File: src/rtl/vsel_pkg.sv
package vsel_pkg;

    typedef enum logic [1:0] {
        POL_RANDOM = 2'd0,
        POL_FIFO   = 2'd1,
        POL_LRU    = 2'd2
    } policy_e;

endpackage

File: src/rtl/vsel_invalid_pick.sv
module vsel_invalid_pick #(
    parameter int NUM_WAYS = 4,
    parameter int WAY_W    = 2
) (
    input  logic [NUM_WAYS-1:0] way_valid,
    output logic                any_free,
    output logic [WAY_W-1:0]    free_way
);

    // Scan from the top down so that the lowest empty way wins.
    always_comb begin
        any_free = 1'b0;
        free_way = '0;
        for (int w = NUM_WAYS - 1; w >= 0; w--) begin
            if (!way_valid[w]) begin
                any_free = 1'b1;
                free_way = WAY_W'(w);
            end
        end
    end

endmodule

File: src/rtl/vsel_rand_ctr.sv
module vsel_rand_ctr #(
    parameter int NUM_WAYS = 4,
    parameter int WAY_W    = 2
) (
    input  logic             clk,
    input  logic             rst_n,
    output logic [WAY_W-1:0] cnt
);

    typedef struct packed {
        logic [WAY_W-1:0] cnt;
    } rand_st_t;

    rand_st_t st_d, st_q;

    always_comb begin
        st_d = st_q;
        if (st_q.cnt == WAY_W'(NUM_WAYS - 1)) begin
            st_d.cnt = '0;
        end else begin
            st_d.cnt = st_q.cnt + 1'b1;
        end
    end

    always_ff @(posedge clk) begin
        if (!rst_n) begin
            st_q <= '0;
        end else begin
            st_q <= st_d;
        end
    end

    assign cnt = st_q.cnt;

    // the shared counter never leaves 0..NUM_WAYS-1
    a_r2_in_range: assert property (@(posedge clk) disable iff (!rst_n)
        st_q.cnt <= WAY_W'(NUM_WAYS - 1));

    // the counter moves on every cycle
    a_r2_free_running: assert property (@(posedge clk) disable iff (!rst_n)
        $past(rst_n) |=> st_q.cnt != $past(st_q.cnt));

endmodule

File: src/rtl/vsel_fifo_ctrs.sv
module vsel_fifo_ctrs #(
    parameter int NUM_SETS = 16,
    parameter int NUM_WAYS = 4,
    parameter int SET_W    = 4,
    parameter int WAY_W    = 2
) (
    input  logic             clk,
    input  logic             rst_n,
    input  logic [SET_W-1:0] set_idx,
    input  logic             miss_stb,
    output logic [WAY_W-1:0] oldest
);

    typedef struct packed {
        logic [NUM_SETS-1:0][WAY_W-1:0] ptr;
    } fifo_st_t;

    fifo_st_t st_d, st_q;

    always_comb begin
        st_d = st_q;
        if (miss_stb) begin
            if (st_q.ptr[set_idx] == WAY_W'(NUM_WAYS - 1)) begin
                st_d.ptr[set_idx] = '0;
            end else begin
                st_d.ptr[set_idx] = st_q.ptr[set_idx] + 1'b1;
            end
        end
    end

    always_ff @(posedge clk) begin
        if (!rst_n) begin
            st_q <= '0;
        end else begin
            st_q <= st_d;
        end
    end

    assign oldest = st_q.ptr[set_idx];

    // without a miss no pointer moves
    a_r3_hold_on_no_miss: assert property (@(posedge clk) disable iff (!rst_n)
        !miss_stb |=> st_q.ptr == $past(st_q.ptr));

    // a miss always moves the pointer of the addressed set
    a_r3_step_on_miss: assert property (@(posedge clk) disable iff (!rst_n)
        miss_stb |=> st_q.ptr[$past(set_idx)] != $past(st_q.ptr[set_idx]));

endmodule

File: src/rtl/vsel_lru_order.sv
module vsel_lru_order #(
    parameter int NUM_SETS = 16,
    parameter int NUM_WAYS = 4,
    parameter int SET_W    = 4,
    parameter int WAY_W    = 2
) (
    input  logic             clk,
    input  logic             rst_n,
    input  logic [SET_W-1:0] set_idx,
    input  logic             hit_stb,
    input  logic [WAY_W-1:0] hit_way,
    input  logic             miss_stb,
    input  logic [WAY_W-1:0] fill_way,
    output logic [WAY_W-1:0] lru_way
);

    logic             touch;
    logic [WAY_W-1:0] touch_way;

    always_comb begin
        touch     = miss_stb || hit_stb;
        touch_way = miss_stb ? fill_way : hit_way;
    end

    generate
        if (NUM_WAYS == 2) begin : g_bit
            // One bit per set naming the least recent way.
            typedef struct packed {
                logic [NUM_SETS-1:0] lru;
            } bit_st_t;

            bit_st_t st_d, st_q;

            always_comb begin
                st_d = st_q;
                if (touch) begin
                    st_d.lru[set_idx] = ~touch_way[0];
                end
            end

            always_ff @(posedge clk) begin
                if (!rst_n) begin
                    st_q <= '0;
                end else begin
                    st_q <= st_d;
                end
            end

            assign lru_way = WAY_W'(st_q.lru[set_idx]);

            // after a hit the other way is the least recent one
            a_r6_hit_flips: assert property (@(posedge clk) disable iff (!rst_n)
                hit_stb && !miss_stb |=> st_q.lru[$past(set_idx)] != $past(hit_way[0]));

            // the refilled way is not the next victim of its set
            a_r6_fill_flips: assert property (@(posedge clk) disable iff (!rst_n)
                miss_stb |=> st_q.lru[$past(set_idx)] != $past(fill_way[0]));
        end else begin : g_age
            // Per way rank: 0 = least recent, NUM_WAYS-1 = most recent.
            typedef struct packed {
                logic [NUM_SETS-1:0][NUM_WAYS-1:0][WAY_W-1:0] age;
            } age_st_t;

            age_st_t             st_d, st_q;
            logic [WAY_W-1:0]    rank;
            logic [NUM_WAYS-1:0] zero_mask;

            always_comb begin
                st_d = st_q;
                rank = st_q.age[set_idx][touch_way];
                if (touch) begin
                    for (int w = 0; w < NUM_WAYS; w++) begin
                        if (st_q.age[set_idx][w] > rank) begin
                            st_d.age[set_idx][w] = st_q.age[set_idx][w] - 1'b1;
                        end
                    end
                    st_d.age[set_idx][touch_way] = WAY_W'(NUM_WAYS - 1);
                end
            end

            always_ff @(posedge clk) begin
                if (!rst_n) begin
                    for (int s = 0; s < NUM_SETS; s++) begin
                        for (int w = 0; w < NUM_WAYS; w++) begin
                            st_q.age[s][w] <= WAY_W'(w);
                        end
                    end
                end else begin
                    st_q <= st_d;
                end
            end

            always_comb begin
                lru_way = '0;
                for (int w = 0; w < NUM_WAYS; w++) begin
                    zero_mask[w] = (st_q.age[set_idx][w] == '0);
                    if (zero_mask[w]) begin
                        lru_way = WAY_W'(w);
                    end
                end
            end

            // the ranks of the addressed set always hold exactly one least recent way
            a_r4_single_lru: assert property (@(posedge clk) disable iff (!rst_n)
                $countones(zero_mask) == 1);

            // a hit way becomes the most recent of its set
            a_r4_hit_to_mru: assert property (@(posedge clk) disable iff (!rst_n)
                hit_stb && !miss_stb |=> st_q.age[$past(set_idx)][$past(hit_way)] == WAY_W'(NUM_WAYS - 1));

            // a refilled way becomes the most recent of its set
            a_r5_fill_to_mru: assert property (@(posedge clk) disable iff (!rst_n)
                miss_stb |=> st_q.age[$past(set_idx)][$past(fill_way)] == WAY_W'(NUM_WAYS - 1));
        end
    endgenerate

endmodule

File: src/rtl/victim_select.sv
module victim_select #(
    parameter int                NUM_SETS = 16,
    parameter int                NUM_WAYS = 4,
    parameter vsel_pkg::policy_e POLICY   = vsel_pkg::POL_LRU,
    localparam int               SET_W    = (NUM_SETS > 1) ? $clog2(NUM_SETS) : 1,
    localparam int               WAY_W    = (NUM_WAYS > 1) ? $clog2(NUM_WAYS) : 1
) (
    input  logic                clk,
    input  logic                rst_n,
    input  logic [SET_W-1:0]    set_idx,
    input  logic                hit_stb,
    input  logic [WAY_W-1:0]    hit_way,
    input  logic                miss_stb,
    input  logic [NUM_WAYS-1:0] way_valid,
    output logic [WAY_W-1:0]    victim_way
);

    logic             any_free;
    logic [WAY_W-1:0] free_way;
    logic [WAY_W-1:0] policy_way;

    vsel_invalid_pick #(
        .NUM_WAYS (NUM_WAYS),
        .WAY_W    (WAY_W)
    ) u_free (
        .way_valid (way_valid),
        .any_free  (any_free),
        .free_way  (free_way)
    );

    generate
        if (NUM_WAYS == 1) begin : g_direct
            assign policy_way = '0;
        end else if (POLICY == vsel_pkg::POL_RANDOM) begin : g_random
            vsel_rand_ctr #(
                .NUM_WAYS (NUM_WAYS),
                .WAY_W    (WAY_W)
            ) u_rand (
                .clk   (clk),
                .rst_n (rst_n),
                .cnt   (policy_way)
            );
        end else if (POLICY == vsel_pkg::POL_FIFO) begin : g_fifo
            vsel_fifo_ctrs #(
                .NUM_SETS (NUM_SETS),
                .NUM_WAYS (NUM_WAYS),
                .SET_W    (SET_W),
                .WAY_W    (WAY_W)
            ) u_fifo (
                .clk      (clk),
                .rst_n    (rst_n),
                .set_idx  (set_idx),
                .miss_stb (miss_stb),
                .oldest   (policy_way)
            );
        end else begin : g_lru
            vsel_lru_order #(
                .NUM_SETS (NUM_SETS),
                .NUM_WAYS (NUM_WAYS),
                .SET_W    (SET_W),
                .WAY_W    (WAY_W)
            ) u_lru (
                .clk      (clk),
                .rst_n    (rst_n),
                .set_idx  (set_idx),
                .hit_stb  (hit_stb),
                .hit_way  (hit_way),
                .miss_stb (miss_stb),
                .fill_way (victim_way),
                .lru_way  (policy_way)
            );
        end
    endgenerate

    always_comb begin
        victim_way = any_free ? free_way : policy_way;
    end

    // an empty way is never passed over for an occupied one
    a_r1_free_chosen: assert property (@(posedge clk) disable iff (!rst_n)
        miss_stb && !(&way_valid) |-> !way_valid[victim_way]);

    // every way below the chosen empty way is occupied
    a_r1_lowest_free: assert property (@(posedge clk) disable iff (!rst_n)
        miss_stb && !(&way_valid) |->
            ((way_valid & ((NUM_WAYS'(1) << victim_way) - NUM_WAYS'(1)))
             == ((NUM_WAYS'(1) << victim_way) - NUM_WAYS'(1))));

    // victim index stays inside the way range
    a_r7_way_range: assert property (@(posedge clk) disable iff (!rst_n)
        int'(victim_way) < NUM_WAYS);

endmodule

File: config.mk
export PLATFORM = sky130hd
export DESIGN_NAME = victim_select
export DESIGN_NICKNAME = d
export VERILOG_FILES = /design/src/rtl/vsel_pkg.sv /design/src/rtl/vsel_invalid_pick.sv /design/src/rtl/vsel_rand_ctr.sv /design/src/rtl/vsel_fifo_ctrs.sv /design/src/rtl/vsel_lru_order.sv /design/src/rtl/victim_select.sv
export SDC_FILE = /design/constraint.sdc
export NUM_CORES = 1
export LEC_CHECK = 0
export BUFFER_PORTS_ARGS = -buffer_cell sky130_fd_sc_hd__clkbuf_2
export CAP_MARGIN = 10
export CORE_MARGIN = 2
export CORE_UTILIZATION = 55
export CTS_BUF_LIST = sky130_fd_sc_hd__clkbuf_4
export DETAILED_ROUTE_END_ITERATION = 12
export PLACE_DENSITY_LB_ADDON = 0.15
export SYNTH_ARGS = -nofsm -noshare
export SYNTH_HDL_FRONTEND = slang
export SYNTH_HIERARCHICAL = 1
export SYNTH_SLANG_ARGS = --single-unit
File: constraint.sdc
create_clock -name clk -period 6.6 [get_ports clk]
set_input_delay 0 -clock clk [delete_from_list [all_inputs] [get_ports clk]]
set_output_delay 0 -clock clk [all_outputs]
set_load 0.02 [all_outputs]
== Word-level counts from Yosys, hierarchy flattened ==
Index checks and enable logic that the tools add are counted.

* Shifts and indexed selects: 0
* Multiplexer cells: 41
* Divide/modulo/power cells: 0
* Reductions and logical operators: 6
* Order comparisons: 8
* Bitwise operators: 1
* Add/subtract/negate cells: 4
* Equality and inequality tests: 0
* $mul: 0

{| class="wikitable"
|+ Operator list
! kind !! count
|-
| 128-bit 2-to-1 mux || 8
|-
| 128-bit bitwise mux || 4
|-
| 8-bit demux with 4-bit select || 5
|-
| 128-bit OR || 1
|-
| 8-bit binary-select mux with 4-bit select || 1
|-
| 8-bit 2-to-1 mux || 3
|-
| 2-bit 2-to-1 mux || 11
|-
| 2-bit greater-than comparator || 4
|-
| 2-bit by 1-bit subtractor with 2-bit output, second input constant || 4
|-
| 2-bit zero test || 3
|-
| 6-bit 2-to-1 mux || 1
|-
| 4-bit by 5-bit < comparator with 1-bit output, second input constant || 1
|-
| 1-bit 2-to-1 mux || 5
|-
| 2-bit binary-select mux with 2-bit select || 1
|-
| 2-bit demux with 2-bit select || 1
|-
| 4-bit by 1-bit >= comparator with 1-bit output, second input constant || 1
|-
| 4-bit 2-to-1 mux || 1
|-
| 2-bit by 3-bit < comparator with 1-bit output, second input constant || 1
|-
| 2-bit by 1-bit >= comparator with 1-bit output, second input constant || 1
|-
| 1-bit logical AND || 2
|-
| 1-bit logical OR || 1
|}

* Bits of input ports: 14
* Register bits: 128
* Latch bits: 0
* Output and inout port bits: 2
* ROM bits: 0
* Memories kept: 0
* Memory bits (writable): 0

== Depth between registers and ports, before layout ==
Gate-level depths: netlist of the first run.

* Depth in word-level cells: 23
* Mapped depth: 26
* Depth with buffers taken out: 17

== Cells and area by module ==
Netlist of the first run, hierarchy kept.

{| class="wikitable"
|+ By module, submodules not included
! module !! area each (sq um) !! sequential area each (sq um) !! times used !! cells an instance
|-
| vsel_lru_order || 6,426.2 || 2,562.5 || 1 || 683
|-
| vsel_invalid_pick || 28.8 || 0.0 || 1 || 5
|-
| victim_select || 22.5 || 0.0 || 1 || 2
|}

== Worst setup path after synthesis of the first run ==
OpenSTA, ideal clock, no wires.

* Path type: input port to flip-flop
* From: input port set_idx[1]
* To: register g_lru.u_lru/g_age.st_q[125] (netlist name)
* Path buffers: 6
* Slack: 1,974 ps
* Setup time: 141 ps
* Data arrival time: 4,484 ps
* Data required time: 6,459 ps
* Cell stages on the path: 23
* Cells stage by stage: buf_6 buf_6 buf_6 buf_6 mux4_2 a22o_1 nor2_1 ha_1 inv_1 a21o_1 mux2_2 mux2_2 or2_1 buf_4 o32a_1 o211a_1 ha_1 nor2b_1 o21ai_0 o21ai_0 nand2_1 clkbuf_1 o211ai_1

* Word-level cells in the longest chain between the ends: 23
* Elaborated cells on any way between the ends: 48
* Classes of those cells: add/sub (4); order compare (8); mux (30); bitwise (1); reduce/logical (5)

{| class="wikitable"
|+ RTL lines
! element !! RTL line !! text
|-
| from (decl) || victim_select.sv:10 || <nowiki>input logic [SET_W-1:0] set_idx,</nowiki>
|-
| 8-bit binary-select mux with 4-bit select (*) || vsel_lru_order.sv:96 || <nowiki>zero_mask[w] = (st_q.age[set_idx][w] == '0);</nowiki>
|-
| 8-bit 2-to-1 mux (not written as such) (*) || vsel_lru_order.sv:96 ||
|-
| 2-bit zero test || vsel_lru_order.sv:96 ||
|-
| 1-bit 2-to-1 mux || vsel_lru_order.sv:97 || <nowiki>if (zero_mask[w]) begin</nowiki>
|-
| 2-bit 2-to-1 mux || vsel_lru_order.sv:97 ||
|-
| 2-bit 2-to-1 mux (*) || vsel_lru_order.sv:97 ||
|-
| named net policy_way[0] || victim_select.sv:20 || <nowiki>logic [WAY_W-1:0] policy_way;</nowiki>
|-
| 2-bit 2-to-1 mux (*) || victim_select.sv:76 || <nowiki>victim_way = any_free ? free_way : policy_way;</nowiki>
|-
| named net victim_way[0] || victim_select.sv:15 || <nowiki>output logic [WAY_W-1:0] victim_way</nowiki>
|-
| (+8 left out) || -- ||
|-
| 128-bit 2-to-1 mux || vsel_lru_order.sv:71 || <nowiki>if (touch) begin</nowiki>
|-
| 128-bit bitwise mux || vsel_lru_order.sv:74 || <nowiki>st_d.age[set_idx][w] = st_q.age[set_idx][w] - 1'b1;</nowiki>
|-
| 128-bit 2-to-1 mux || vsel_lru_order.sv:73 || <nowiki>if (st_q.age[set_idx][w] > rank) begin</nowiki>
|-
| 128-bit 2-to-1 mux || vsel_lru_order.sv:71 ||
|-
| 128-bit bitwise mux || vsel_lru_order.sv:74 ||
|-
| 128-bit 2-to-1 mux || vsel_lru_order.sv:73 ||
|-
| 128-bit 2-to-1 mux || vsel_lru_order.sv:71 ||
|-
| 128-bit OR (no source line) (*) || -- ||
|-
| to (signal assigned) || vsel_lru_order.sv:89 || <nowiki>st_q <= st_d;</nowiki>
|-
| to (decl) || vsel_lru_order.sv:64 || <nowiki>age_st_t st_d, st_q;</nowiki>
|}

The timed path passes the listed nets; every way through them passes the cells marked *. The select of a mux whose other input is x is not followed.
A chain may end at the register's enable or synchronous reset.

== Worst setup path after layout of the first run ==
* From: register g_lru.u_lru/g_age.st_q[61] (netlist name)
* To: register g_lru.u_lru/g_age.st_q[104] (netlist name)

* Word-level cells in the longest chain between the ends: 22
* Elaborated cells on any way between the ends: 32
* Classes of those cells: order compare (6); mux (23); bitwise (1); reduce/logical (2)

{| class="wikitable"
|+ RTL lines
! element !! RTL line !! text
|-
| 8-bit binary-select mux with 4-bit select (*) || vsel_lru_order.sv:96 ||
|-
| 8-bit 2-to-1 mux (not written as such) (*) || vsel_lru_order.sv:96 ||
|-
| 2-bit zero test (*) || vsel_lru_order.sv:96 ||
|-
| 2-bit 2-to-1 mux (*) (2 in series) || vsel_lru_order.sv:97 ||
|-
| named net policy_way[0] || victim_select.sv:20 ||
|-
| 2-bit 2-to-1 mux (*) || victim_select.sv:76 ||
|-
| 2-bit 2-to-1 mux (*) || vsel_lru_order.sv:22 || <nowiki>touch_way = miss_stb ? fill_way : hit_way;</nowiki>
|-
| 2-bit binary-select mux with 2-bit select || vsel_lru_order.sv:70 || <nowiki>rank = st_q.age[set_idx][touch_way];</nowiki>
|-
| (+6 left out) || -- ||
|-
| 128-bit 2-to-1 mux || vsel_lru_order.sv:71 ||
|-
| 128-bit bitwise mux || vsel_lru_order.sv:74 ||
|-
| 128-bit 2-to-1 mux || vsel_lru_order.sv:73 ||
|-
| 128-bit 2-to-1 mux || vsel_lru_order.sv:71 ||
|-
| 128-bit bitwise mux || vsel_lru_order.sv:74 ||
|-
| 128-bit 2-to-1 mux || vsel_lru_order.sv:73 ||
|-
| 128-bit 2-to-1 mux || vsel_lru_order.sv:71 ||
|-
| 128-bit OR (no source line) (*) || -- ||
|}

Marks and branches as above.

==> impl_metrics.toml, run 1 <==
[place]
dp_hpwl_um = 12500
port_buffers = 15
dp.cells = 804
pre_cts_ws_ns = 1.04
routabilityCongestion = 0.982
placed_area_um2 = 6520

[clock_network]
post-cts-setup-buffers = 0
numCtsBuffers = 17
path_clk_slew_ns = 0.11
clk_path_buf_depth = 2
ctsResizeCount = 0
clk_latency_ns = 0.56
htree_levels = 4
cts_sinks = 128
cts_hold_buf = 0
cts_tree = "built"
cts-root-buf = "clkbuf_4"

[layout]
regArea_um2 = 2560
fin_cells = 836
multi_input_area_um2 = 3580
syn2layout_area_growth_pct = 4.27
final_layout_size_suffix_gt1_share_pct = 15.3
stdcell_area_um2 = 6750
fillers = 973
layout_common_cells = "dfxtp_1, a21oi_1, nand2_1, o21ai_0, a211oi_1"
largest_register_ffs = 128
reg_top3 = "g_lru.u_lru/g_age.st_q (128)"
fin_nets = 705
largest-register = "g_lru.u_lru/g_age.st_q"
mostFrequentLayoutCell = "dfxtp_1"

[global_route]
antenna_found_initial = 1
overflow = 0
grt_max_degree = 99
grt_pass1_wl_um = 28400
grt_pass1_vias = 5335
track_usage_pct = 28.9

[worst_setup_path]
reg2reg_depth = 17
crit_required_ns = 7.00
worst-setup-path-type = "reg -> reg"
end_kind = "flip-flop"
startpoint_type = "flip-flop"
crit_fanout = 19
critical_path_arrival_ns = 5.77

[floorplanning]
io-pin-count = 16
start_util_pct = 56.5
die_y_um = 113
die_w_um = 113
rows = 39
coreArea_um2 = 11500
design.die.area_um2 = 12700

[sta]
slew_violations = 0
fin_ws_ns = 1.23
fin_crit_ns = 5.37
fin_skew_ns = 0.0183
rsz0062_at_grt = "false"
fin_crit_sh_pct = 81.3
worstMarginPinSlew_ns = 1.06
fmax_mhz = 186
tns_ns = 0
setup_violations = 0
final-hold-violation-count = 0
relSlewSlack_pct = 29.3

[yosys]
ys_seq_area_share_pct = 39.6
synth_area_um2 = 6480
synth_fp_nets = 715
syn_avg_cell_area_um2 = 9.39
synth-async-reset-ratio_pct = 0
synthFlopType = "dfxtp_1"
synth_cell_types = 56
synthCells = 690
yosysWarningCount = 6
ys_ff_latch = 128
synth-edff-count = 0

[detailed_routing]
viasPerCell = 6.72
wirelength_um = 17700
drt-initial-drc-count = 748
postRouteAntennaNets = 0
via_count = 5622
drt_first_pass_iters = 5
drc = 0
routedWlPerCell_um = 21.2

[power]
worst_ir_drop_vdd_mv = 0.287
power_density_nw_per_um2 = 235
fin_total_pwr_uw = 1590
p_leak_uw = 0.00237

[flow_run]
drv_cap = 0

[min_path]
worstHoldPathType = "in -> reg"
holdPathStages = 3

[outcome]
status = "finished, final reports clean"
[worst paths after layout]
kind	startpoint	endpoint	slack [ns]
max	g_lru.u_lru/g_age.st_q[61]	g_lru.u_lru/g_age.st_q[104]	1.23
max reg2reg	g_lru.u_lru/g_age.st_q[61]	g_lru.u_lru/g_age.st_q[104]	1.23
min	rst_n	g_lru.u_lru/g_age.st_q[5]	0.08
min reg2reg	g_lru.u_lru/g_age.st_q[14]	g_lru.u_lru/g_age.st_q[14]	0.49
[critical path, cell delays in order (launching register included)]
cell	delay, ns
dfxtp_1	0.32
mux4_2	0.46
a22o_1	0.26
nor2_1	0.27
ha_1	0.24
inv_1	0.05
a21o_1	0.17
mux2_2	0.27
mux2_2	0.31
or2_1	0.43
o32a_1	0.37
o211a_1	0.19
ha_1	0.30
nor2b_1	0.13
o21ai_1	0.29
nand2b_1	0.38
nor2_2	0.60
a21oi_1	0.16
[Yosys cell counts (all sizes together) (4+ instances only)]
cell type | instances | area (um2)
a211oi | 28 | 210
a21oi | 112 | 561
a22o | 8 | 70.1
a22oi | 4 | 30.0
a31oi | 6 | 37.5
and4b | 4 | 40.0
and4bb | 5 | 62.6
buf | 27 | 203
clkbuf | 30 | 113
dfxtp | 128 | 2560
ha | 11 | 138
inv | 6 | 22.5
mux2 | 6 | 67.6
mux2i | 4 | 52.6
mux4 | 32 | 758
nand2 | 64 | 240
nand2b | 5 | 31.3
nand3 | 8 | 40.0
nor2 | 30 | 135
nor2b | 7 | 43.8
nor3 | 20 | 116
o211ai | 15 | 113
o21ai | 75 | 375
o22ai | 15 | 93.8
o32ai | 14 | 123
or2 | 4 | 25.0
[layout make-up]
class,instances,share of cell area (%)
clock buffers,22,2.45
well taps,143,2.65
inverters,6,0.333
repair buffers,28,2.56
multi-input cells,499,53.0
flip-flops and latches,128,37.9
diodes,1,0.0371
clock inverters,9,1.02
[power by group]
part	leakage (uW)	internal (uW)	switching (uW)
Clock	0.000144	199	273
Combinational	0.00119	92.5	218
Sequential	0.00104	793	10.6
[cell families after synthesis]
logic type | Yosys count | synth area share, %
adder cells (fa/ha/maj) | 11 | 2.12
flip-flops | 128 | 39.6
AND/OR/NAND/NOR | 159 | 13.3
XOR/XNOR | 2 | 0.270
buffers and inverters | 63 | 5.22
AO/OA/AOI/OAI | 285 | 26.0
multiplexers | 42 | 13.6
[metrics by stage]
stage	hold WS, ns	util [%]
3_3_place_gp	0.457	56.8
6_report	0.0774	58.9
5_1_grt	0.0429	58.9
4_1_cts	0.00711	58.9
3_5_place_dp	0.464	56.8
2_1_floorplan	0.302	-
[layer usage]
| metal | GRT usage, % | part of all wire [%] | vias to the layer above |
|---|---|---|---|
| met5 | 0 | 0 | - |
| met4 | 14.5 | 3.5 | 0 |
| met3 | 6.16 | 7.1 | 42 |
| met2 | 44.8 | 47 | 252 |
| met1 | 38.6 | 43 | 2708 |
| li1 | - | - | 2620 |
(Power assumes the default switching activity.)
==> inputs of run 2 (changes only) <==
- clock period: 6.6 -> 5.15 ns (I/O delays scaled with it)
==> run 2 against run 1 <==
Die area stayed put. Critical path type unchanged. Sequential share of layout area is 1.3 points lower. Clock skew is 0.0014 ns lower. Maximum frequency is 10% higher. Sequential power is 28% higher. Register-to-register slack worse by 0.96 ns. Non-clock buffer count is 17 higher. Highest routed layer unchanged. First-iteration DRC count is 9.4% higher. Utilization is 2.1 points higher. Setup slack worse by 0.96 ns.
==> impl_metrics.toml, run 2 (synthesized netlist as in run 1, its figures left out) <==
[floorplanning]
die_y_um = 113
coreArea_um2 = 11500
die_w_um = 113
io-pin-count = 16
design.die.area_um2 = 12700
start_util_pct = 56.5
rows = 39

[layout]
layout_common_cells = "dfxtp_1, a21oi_1, nand2_1, o21ai_0, buf_4"
final_layout_size_suffix_gt1_share_pct = 17.6
largest_register_ffs = 128
largest-register = "g_lru.u_lru/g_age.st_q"
mostFrequentLayoutCell = "dfxtp_1"
reg_top3 = "g_lru.u_lru/g_age.st_q (128)"
regArea_um2 = 2560
fin_cells = 854
fin_nets = 722
multi_input_area_um2 = 3580
fillers = 978
syn2layout_area_growth_pct = 8.04

[worst_setup_path]
critical_path_arrival_ns = 5.29
startpoint_type = "flip-flop"
reg2reg_from = "g_lru.u_lru/g_age.st_q[5]"
worst-setup-path-type = "reg -> reg"
cp-startpoint = "g_lru.u_lru/g_age.st_q[5]"
end_kind = "flip-flop"
crit_required_ns = 5.56
cp_cell_sequence = "mux4_2, a22o_1, nor2_1, ha_1, inv_1, a21o_1, mux2_2, mux2_2, or2_1, o32a_1, o211a_1, ha_1, nor2b_1, o21ai_0, nand3b_1, nor2_1, a311oi_1"
slowest_delay_ns = 0.78
cpMaxStageDelayCell = "nor2_1"
crit_fanout = 16

[place]
routabilityCongestion = 0.937
dp_hpwl_um = 13200
dp.cells = 821
port_buffers = 15

[sta]
fin_skew_ns = 0.0169
slew_violations = 0
relSlewSlack_pct = 32.3
fin_crit_ns = 4.88
final-hold-violation-count = 0
tns_ns = 0
setup_violations = 0
worstMarginPinSlew_ns = 1.01
fin_crit_sh_pct = 94.8
fmax_mhz = 205
rsz0062_at_grt = "false"

[detailed_routing]
viasPerCell = 6.69
wirelength_um = 18400
drt-initial-drc-count = 818
via_count = 5715
routedWlPerCell_um = 21.6
drt_first_pass_iters = 6
drc = 0
postRouteAntennaNets = 0

[global_route]
grt_use_met3_pct = 6.53
grt_pass1_wl_um = 29400
grt_use_met2_pct = 49.0
grt_pass1_vias = 5535
top_usage_layer = "met2"
grt_use_met1_pct = 38.7
overflow = 0
track_usage_pct = 29.9
antenna_found_initial = 1
grt_max_degree = 99

[power]
p_seq_share_pct = 45.1
power_density_nw_per_um2 = 327
p_leak_uw = 0.00249
p_sw_uw = 692
internal-power_uw = 1590
p_clk_share_pct = 36.2
swShare_pct = 30.3
worst_ir_drop_vdd_mv = 0.212
p_comb_share_pct = 18.7

[clock_network]
cts_hold_buf = 0
path_clk_slew_ns = 0.12
cts_sinks = 128
ctsResizeCount = 0
clk_path_buf_depth = 2
post-cts-setup-buffers = 0
cts-root-buf = "clkbuf_4"
htree_levels = 4
clk_latency_ns = 0.56
cts_tree = "built"
numCtsBuffers = 17

[min_path]
worstHoldPathType = "in -> reg"
hold_start = "rst_n"

[flow_run]
drv_cap = 0

[outcome]
status = "finished, final reports clean"
==> run 2: cell count changes in the layout (fill, tap and decap cells not counted) <==
cell / before / now
buf_4: 13 / 30
bufinv_16: 1 / 5
clkinv_2: 7 / 3
clkbuf_4: 22 / 18
clkinvlp_4: 0 / 2
clkinv_1: 1 / 0
clkinv_4: 0 / 4
==> run 2: routing by layer <==
metal  up-vias  share of wire [%]
li1       2647                  -
met1      2733                 42
met2       282                 47
met3        53                8.0
met4         0                3.0
met5         -                  0
==> run 2: worst paths after layout <==
check                                              endpoint  slack [ns]  depth (start not counted)
worst min-delay path              g_lru.u_lru/g_age.st_q[5]        0.06                          3
worst max-delay path             g_lru.u_lru/g_age.st_q[35]        0.27                         17
worst min register to register  g_lru.u_lru/g_age.st_q[110]        0.49                          2
worst max register to register   g_lru.u_lru/g_age.st_q[35]        0.27                         17
==> run 2: per-stage QoR <==
step                utilization, %  power, uW  hold WS [ns]  instance area (um2)  setup slack [ns]
floorplan                        -       1350         0.302                 6480             0.524
global placement              57.9       1460         0.466                 6650             0.303
detailed placement            57.9       1470         0.468                 6650             0.224
CTS                           61.0       2290        0.0215                 7000             0.355
global route                  61.0       2380        0.0606                 7000           0.00931
finish                        61.0       2290        0.0556                 7000             0.270
==> run 2: area by class of cell <==
class / instances / area share, %
multi-input cells: 499 / 51.2
flip-flops and latches: 128 / 36.6
repair buffers: 45 / 4.29
clock inverters: 14 / 3.08
well taps: 143 / 2.56
clock buffers: 18 / 1.93
inverters: 6 / 0.322
diodes: 1 / 0.0358
==> run 2: worst max-delay path: cells and delay by family, from the launching register on <==
kind | cells | cell delay, ns
AO/OA/AOI/OAI | 6 | 1.20
adder cells (fa/ha/maj) | 2 | 0.54
buffers and inverters | 1 | 0.05
flip-flops | 1 | 0.35
multiplexers | 3 | 1.05
AND/OR/NAND/NOR | 5 | 1.53
==> run 2: power by group through the flow <==
stage                     Combinational (uW)  Sequential, uW  Clock, uW
final                                    429            1030        828
after global routing                     465            1030        882
after CTS                                420            1030        842
after detailed placement                 419            1050          0
after global placement                   410            1050          0
after floorplan                          307            1050          0
